==> src/rtl/sdac_pkg.sv <==
package sdac_pkg;
  localparam int DEF_N_CH   = 8;
  localparam int DEF_CODE_W = 8;
  localparam int SYN_CLK    = 0;
  localparam int SYN_DATA   = 1;
  localparam int SYN_LOAD   = 2;
  localparam int SYN_UPD    = 3;
  localparam int SYN_W      = 4;
endpackage

==> src/rtl/sdac_sync.sv <==
module sdac_sync #(
  parameter int W = 1
) (
  input  logic         clk_i,
  input  logic         rst_ni,
  input  logic [W-1:0] d_i,
  output logic [W-1:0] q_o
);
  logic [W-1:0] meta_q, sync_q;

  always_ff @(posedge clk_i or negedge rst_ni) begin
    if (!rst_ni) begin
      meta_q <= '0;
      sync_q <= '0;
    end else begin
      meta_q <= d_i;
      sync_q <= meta_q;
    end
  end

  assign q_o = sync_q;
endmodule

==> src/rtl/sdac_shift.sv <==
module sdac_shift #(
  parameter int WORD_W = 12
) (
  input  logic              clk_i,
  input  logic              rst_ni,
  input  logic              sclk_i,
  input  logic              sdata_i,
  input  logic              sload_i,
  output logic              sclk_fall_o,
  output logic              strobe_o,
  output logic [WORD_W-1:0] word_o
);
  logic              sclk_q, sload_q;
  logic [WORD_W-1:0] sr_q;

  assign sclk_fall_o = sclk_q & ~sclk_i;
  assign strobe_o    = sload_q & ~sload_i;

  always_ff @(posedge clk_i or negedge rst_ni) begin
    if (!rst_ni) begin
      sclk_q  <= 1'b0;
      sload_q <= 1'b0;
      sr_q    <= '0;
    end else begin
      sclk_q  <= sclk_i;
      sload_q <= sload_i;
      // only the newest WORD_W bits survive a long frame
      if (sclk_fall_o && sload_i) sr_q <= {sr_q[WORD_W-2:0], sdata_i};
    end
  end

  assign word_o = sr_q;
endmodule

==> src/rtl/sdac_bank.sv <==
module sdac_bank #(
  parameter int N_CH   = 8,
  parameter int CODE_W = 8,
  parameter int ADDR_W = 3
) (
  input  logic                     clk_i,
  input  logic                     rst_ni,
  input  logic                     strobe_i,
  input  logic [ADDR_W-1:0]        addr_i,
  input  logic                     gain_i,
  input  logic [CODE_W-1:0]        code_i,
  input  logic                     xfer_i,
  output logic [N_CH-1:0]          wr_o,
  output logic [N_CH*CODE_W-1:0]   stage_code_o,
  output logic [N_CH-1:0]          stage_gain_o,
  output logic [N_CH*CODE_W-1:0]   code_o,
  output logic [N_CH-1:0]          gain_o
);
  for (genvar c = 0; c < N_CH; c++) begin : g_ch
    localparam logic [ADDR_W-1:0] SEL = ADDR_W'(c);
    logic              wr;
    logic [CODE_W-1:0] st_code_q, out_code_q, st_code_d;
    logic              st_gain_q, out_gain_q, st_gain_d;

    assign wr        = strobe_i && (addr_i == SEL);
    assign st_code_d = wr ? code_i : st_code_q;
    assign st_gain_d = wr ? gain_i : st_gain_q;

    always_ff @(posedge clk_i or negedge rst_ni) begin
      if (!rst_ni) begin
        st_code_q  <= '0;
        st_gain_q  <= 1'b0;
        out_code_q <= '0;
        out_gain_q <= 1'b0;
      end else begin
        st_code_q <= st_code_d;
        st_gain_q <= st_gain_d;
        // level transfer: a write in this cycle passes straight through
        if (xfer_i) begin
          out_code_q <= st_code_d;
          out_gain_q <= st_gain_d;
        end
      end
    end

    assign wr_o[c]                        = wr;
    assign stage_code_o[c*CODE_W +: CODE_W] = st_code_q;
    assign stage_gain_o[c]                = st_gain_q;
    assign code_o[c*CODE_W +: CODE_W]       = out_code_q;
    assign gain_o[c]                      = out_gain_q;
  end
endmodule

==> src/rtl/sdac_cmd_rx.sv <==
module sdac_cmd_rx
  import sdac_pkg::*;
#(
  parameter int N_CH   = DEF_N_CH,
  parameter int CODE_W = DEF_CODE_W
) (
  input  logic                   clk_i,
  input  logic                   rst_ni,
  input  logic                   ser_clk_i,
  input  logic                   ser_data_i,
  input  logic                   ser_load_i,
  input  logic                   upd_ni,
  output logic [N_CH*CODE_W-1:0] code_o,
  output logic [N_CH-1:0]        gain_o
);
  localparam int ADDR_W = $clog2(N_CH);
  localparam int WORD_W = ADDR_W + 1 + CODE_W;

  logic [SYN_W-1:0]       pins, sync_q;
  logic                   sclk_fall, strobe;
  logic [WORD_W-1:0]      word;
  logic [N_CH-1:0]        wr_vec, stage_gain;
  logic [N_CH*CODE_W-1:0] stage_code;

  always_comb begin
    pins           = '0;
    pins[SYN_CLK]  = ser_clk_i;
    pins[SYN_DATA] = ser_data_i;
    pins[SYN_LOAD] = ser_load_i;
    pins[SYN_UPD]  = upd_ni;
  end

  sdac_sync #(.W(SYN_W)) u_sync (
    .clk_i (clk_i),
    .rst_ni(rst_ni),
    .d_i   (pins),
    .q_o   (sync_q)
  );

  sdac_shift #(.WORD_W(WORD_W)) u_shift (
    .clk_i      (clk_i),
    .rst_ni     (rst_ni),
    .sclk_i     (sync_q[SYN_CLK]),
    .sdata_i    (sync_q[SYN_DATA]),
    .sload_i    (sync_q[SYN_LOAD]),
    .sclk_fall_o(sclk_fall),
    .strobe_o   (strobe),
    .word_o     (word)
  );

  sdac_bank #(.N_CH(N_CH), .CODE_W(CODE_W), .ADDR_W(ADDR_W)) u_bank (
    .clk_i       (clk_i),
    .rst_ni      (rst_ni),
    .strobe_i    (strobe),
    .addr_i      (word[WORD_W-1 -: ADDR_W]),
    .gain_i      (word[CODE_W]),
    .code_i      (word[CODE_W-1:0]),
    .xfer_i      (~sync_q[SYN_UPD]),
    .wr_o        (wr_vec),
    .stage_code_o(stage_code),
    .stage_gain_o(stage_gain),
    .code_o      (code_o),
    .gain_o      (gain_o)
  );
endmodule

==> config.mk <==
export PLATFORM = sky130hd
export DESIGN_NAME = sdac_cmd_rx
export DESIGN_NICKNAME = d
export VERILOG_FILES = /design/src/rtl/sdac_pkg.sv /design/src/rtl/sdac_sync.sv /design/src/rtl/sdac_shift.sv /design/src/rtl/sdac_bank.sv /design/src/rtl/sdac_cmd_rx.sv
export SDC_FILE = /design/constraint.sdc
export NUM_CORES = 1
export LEC_CHECK = 0
export ABC_AREA = 1
export BUFFER_PORTS_ARGS = -buffer_cell sky130_fd_sc_hd__buf_2
export CAP_MARGIN = 10
export CORE_MARGIN = 2
export CORE_UTILIZATION = 45
export DETAILED_ROUTE_END_ITERATION = 7
export HOLD_SLACK_MARGIN = 0.03
export PLACE_DENSITY_LB_ADDON = 0.3
export SETUP_SLACK_MARGIN = 0.4
export SYNTH_ARGS = -nofsm -noshare
export SYNTH_HDL_FRONTEND = slang
export SYNTH_SLANG_ARGS = --single-unit
==> constraint.sdc <==
create_clock -name clk_i -period 2.6 [get_ports clk_i]
set_input_delay 0.13 -clock clk_i [delete_from_list [all_inputs] [get_ports clk_i]]
set_output_delay 0.13 -clock clk_i [all_outputs]
set_load 0.005 [all_outputs]
# --- Yosys cells after proc, flatten, opt, wreduce, memory -nomap -nowiden ---
# Cells that the tools add are included.
word_totals:
  register_bits: 166
  inputBits: 6
  output_inout_bits: 72
  word_cells: 74
op_classes:
  eq_ne: 7
  mux: 16
  bitwise_logic: 4
  n_reduce_logical: 10
op_table:
  columns: ["cell", "count"]
  rows:
  - ["$mux 8", 8]
  - ["$eq 3x3->1 const B", 4]
  - ["$logic_and 1x1->1", 9]
  - ["$mux 1", 8]
  - ["$eq 3x2->1 const B", 2]
  - ["$eq 3x1->1 const B", 1]
  - ["$logic_not 3->1", 1]
  - ["$and 1x1->1", 2]
  - ["$not 1->1", 2]

# --- Depth between registers and ports, before layout ---
logic_depth:
  depth_word: 4
  mapped_depth: 7
  depth_no_buf: 6

# --- By module ---
# A second synthesis with hierarchy kept.
unflattened:
  cells_unflattened: 807
  area_unflattened_um2: 7105.6
modules_own_cells:
  columns: ["module", "instances", "cells_each", "area_each_um2", "seq_area_each_um2"]
  rows:
  - ["sdac_bank", 1, 738, 6323.6, 3603.5]
  - ["sdac_shift", 1, 60, 578.1, 350.3]
  - ["sdac_sync", 1, 8, 200.2, 200.2]
  - ["sdac_cmd_rx", 1, 1, 3.8, 0.0]

# --- Worst setup path after synthesis ---
# Ideal clock, no wire load.
synth_timing:
  kind: "reg2reg"
  start: "reg u_sync.sync_q[2] (netlist: u_sync.q_o[2])"
  end: "reg u_bank.g_ch[2].st_code_q[0]"
  setup_ns: 0.119
  arrival_time_ns: 1.134
  required_time_ns: 2.481
  setup_slack_ns: 1.347
  stages_incl_launch_ff: 7
  n_path_buf: 1
  synth_period_minus_slack_ns: 1.253
  cell_sequence: "dfrtp_1 > inv_2 > nand2_1 > nor2_4 > buf_4 > nand3_1 > and2_1"
synth_between:
  elab_chain_len: 4
synth_rtl:
  columns: ["item", "line", "text"]
  rows:
  - ["start, declared", "sdac_sync.sv:9", "logic [W-1:0] meta_q, sync_q;"]
  - ["start signal, assigned", "sdac_sync.sv:17", "sync_q <= meta_q;"]
  - ["$not 1->1", "sdac_shift.sv:17", "assign strobe_o = sload_q & ~sload_i;"]
  - ["$and 1x1->1", "sdac_shift.sv:17", null]
  - ["$logic_and 1x1->1", "sdac_bank.sv:25", "assign wr = strobe_i && (addr_i == SEL);"]
  - ["$mux 8", "sdac_bank.sv:26", "assign st_code_d = wr ? code_i : st_code_q;"]
  - ["via u_bank.g_ch[2].st_code_d[0]", "sdac_bank.sv:22", "logic [CODE_W-1:0] st_code_q, out_code_q, st_code_d;"]
  - ["end signal, assigned", "sdac_bank.sv:36", "st_code_q <= st_code_d;"]
  - ["end, declared", "sdac_bank.sv:22", null]
# The timed path passes the listed nets, and every way through them passes these cells.
# A chain may end at the register's enable or synchronous reset.

# --- Worst setup path in the final report ---
layout_timing:
  start: "reg u_shift.sr_q[11] (netlist: u_shift.word_o[11])"
  end: "reg u_bank.g_ch[5].out_gain_q"
layout_between:
  elab_chain_len: 3
layout_rtl:
  columns: ["item", "line", "text"]
  rows:
  - ["start, declared", "sdac_shift.sv:14", "logic [WORD_W-1:0] sr_q;"]
  - ["start signal, assigned", "sdac_shift.sv:28", "if (sclk_fall_o && sload_i) sr_q <= {sr_q[WORD_W-2:0], sdata_i};"]
  - ["$eq 3x3->1", "sdac_bank.sv:25", null]
  - ["$logic_and 1x1->1", "sdac_bank.sv:25", null]
  - ["$mux 1", "sdac_bank.sv:27", "assign st_gain_d = wr ? gain_i : st_gain_q;"]
  - ["end signal, assigned", "sdac_bank.sv:41", "out_gain_q <= st_gain_d;"]
  - ["end, declared", "sdac_bank.sv:23", "logic st_gain_q, out_gain_q, st_gain_d;"]
# No other way between the ends.

==> metrics.yaml <==
status: "finished clean"
critPathKind: "reg -> reg"
dp_hpwl_mm: 9.40
cp_common_cell: "nand2_1"
cts_hold_buf: 5
route.antenna.remaining_nets: 0
first_global_vias: 4769
power_density_nw_per_um2: 726
core_area_sq_um: 15100
dp_slack_ns: 0.942
grt_setup_unrepaired: "false"
maxSlewViolCount: 0
critPathCaptureType: "flip-flop"
numPortBuffers: 77
p_total_mw: 5.83
synth.lib_cells_used.distinct: 23
syn-num-nets: 755
synthCells: 749
worst_setup_path_start_kind: "flip-flop"
max_slew_margin_pct: 47.8
die_area_sq_um: 16400
wirelength_mm: 15.0
hold_class: "in -> async"
cp_num_buf_inv: 0
synthToLayoutAreaGrowth_pct: 15.9
pin_count: 78
setup_tns_ns: 0
fin_crit_sh_pct: 64.7
initial_core_util_pct: 45.8
clk_latency_ns: 0.42
maxCapViolCount: 0
layout_commonest_cell: "nand2_1"
crit_family: "simple AND/OR/NAND/NOR gates"
first_iter_violations: 347
post-route-min-period_ns: 1.68
finalNetCount: 828
grt_pass1_wl_mm: 25.0
ys_seq_area_share_pct: 59.9
cp_slowest_cell: "dfrtp_1"
antenna_found_initial: 0
gp_congestion: 0.760
overflow: 0
dpl_cell_area_sq_um: 7440
cp_slowest_stage_delay_ns: 0.57
syn-cell-area_sq_um: 6930
crit_chain: "nand3_4, nor2_4, nand2_1, nand3_1, nand2_1"
firstDrtPassIters: 5
cts_setup_buffers: 0
syn_avg_cell_area_sq_um: 9.25
cts_resized: 0
cp_max_fo: 22
cts_max_level: 4
cts_tree: "yes"
viasPerCell: 4.84
fmax_mhz: 595
clockRootBuffer: "clkbuf_16"
drive_above_1_share_pct: 16.2
mostFrequentLayoutCells: "nand2_1, dfrtp_1, nand3_1, buf_2, and2_1"
rows: 45
synthTopCellsByArea: "dfrtp_1, nand2_1, nand3_1"
grt_max_degree: 73
vias: 4950
yosysWarnings: 0
hold_viol: 0
final_cell_area_sq_um: 8030
finalClockSkew_ns: 0.00813
die_h_um: 128
cts_made_buffers: 17
setup_violations: 0
yosysTopAreaCell: "dfrtp_1"
tightest_slew_ns: 0.781
worst_slack_ns: 0.919
synth_top_area_share_pct: 59.9
synth-seq-cells: 166
cp.required_ns: 2.91
die_w_um: 128
ir_worst_vdd_mv: 0.501
p_leak_nw: 4.42
route.detailed.drc: 0
antennaDiodeCount: 0
wl_per_cell_um: 14.7
clock_sinks: 166
worst_ep_arrival_time_ns: 1.99
cts_buffer_depth: 2
path_clk_slew_ns: 0.06
grtUsageTotal_pct: 19.7
[kinds of logic after synthesis]
logic type / synth area share, %
compound gates: 2.82
buf+inv: 6.52
flops: 59.9
simple gates: 30.7
[synth_stat cells]
cell / number
nand3_1: 108
nor2_1: 2
nand3_2: 4
a21oi_1: 1
o21ai_0: 11
clkinv_1: 9
buf_6: 1
nand2_4: 1
and2_1: 72
o21bai_1: 18
nand3b_1: 1
dfrtp_1: 166
nor2_2: 1
clkbuf_1: 10
buf_1: 7
inv_2: 4
buf_4: 15
buf_2: 1
nor2_4: 9
inv_1: 56
nand2_2: 2
nand2_1: 249
nand3_4: 1
[worst paths after layout]
| check | from | endpoint | slack [ns] | depth (start not counted) |
|---|---|---|---|---|
| max in group asynchronous | rst_ni | u_bank.g_ch[2].out_code_q[3] | 1.62 | 3 |
| max reg2reg | u_shift.word_o[11] | u_bank.g_ch[5].out_gain_q | 0.92 | 5 |
| min | rst_ni | u_bank.g_ch[5].out_code_q[1] | 0.21 | 2 |
| max | u_shift.word_o[11] | u_bank.g_ch[5].out_gain_q | 0.92 | 5 |
| min reg2reg | u_sync.meta_q[1] | u_sync.q_o[1] | 0.35 | 0 |
| min in group clk_i | upd_ni | u_sync.meta_q[3] | 0.35 | 2 |
[metal layers]
metal  GRT usage [%]  wire length (um)  vias up
li1                -                 -     2472
met1            28.7              7370     2350
met2            29.0              6860      106
met3            3.51               503       22
met4            8.27               305        0
met5               0                 0        -
[final cells by class]
| cell class | count | area [sq um] |
|---|---|---|
| repair buffers | 88 | 512 |
| clock inverters | 10 | 80.1 |
| well taps | 188 | 235 |
| multi-input cells | 480 | 2320 |
| inverters | 69 | 259 |
| fillers | 1372 | 7120 |
| clock buffers | 22 | 464 |
| flip-flops and latches | 166 | 4160 |
[registers in the layout, summed over array words and instances, names as in the netlist]
signal / cells
u_bank.g_ch.out_code_q: 64
u_bank.g_ch.out_gain_q: 8
u_bank.g_ch.st_code_q: 64
u_bank.g_ch.st_gain_q: 8
u_shift.sclk_q: 1
u_shift.sload_q: 1
u_shift.word_o: 12
u_sync.meta_q: 4
u_sync.q_o: 4
[stage by stage]
step / utilization, % / instances / hold WS, ns
2_1_floorplan: - / 749 / -0.166
3_3_place_gp: 49.1 / 986 / 0.0981
3_5_place_dp: 49.1 / 986 / 0.0984
4_1_cts: 53.0 / 1023 / 0.218
5_1_grt: 53.0 / 1023 / 0.254
6_report: 53.0 / 1023 / 0.212
[worst register-to-register path: stages (launching register included)]
cell     delay (ns)
dfrtp_1        0.57
nand3_4        0.37
nor2_4         0.33
nand2_1        0.11
nand3_1        0.13
nand2_1        0.06
[report_power, final]
part	switching, mW	internal [mW]	total, mW
sequential	0.0844	2.77	2.85
clock	0.980	1.35	2.33
combinational	0.446	0.195	0.641
total	1.51	4.32	5.83
Note: power is estimated with default switching activity, not from simulation.
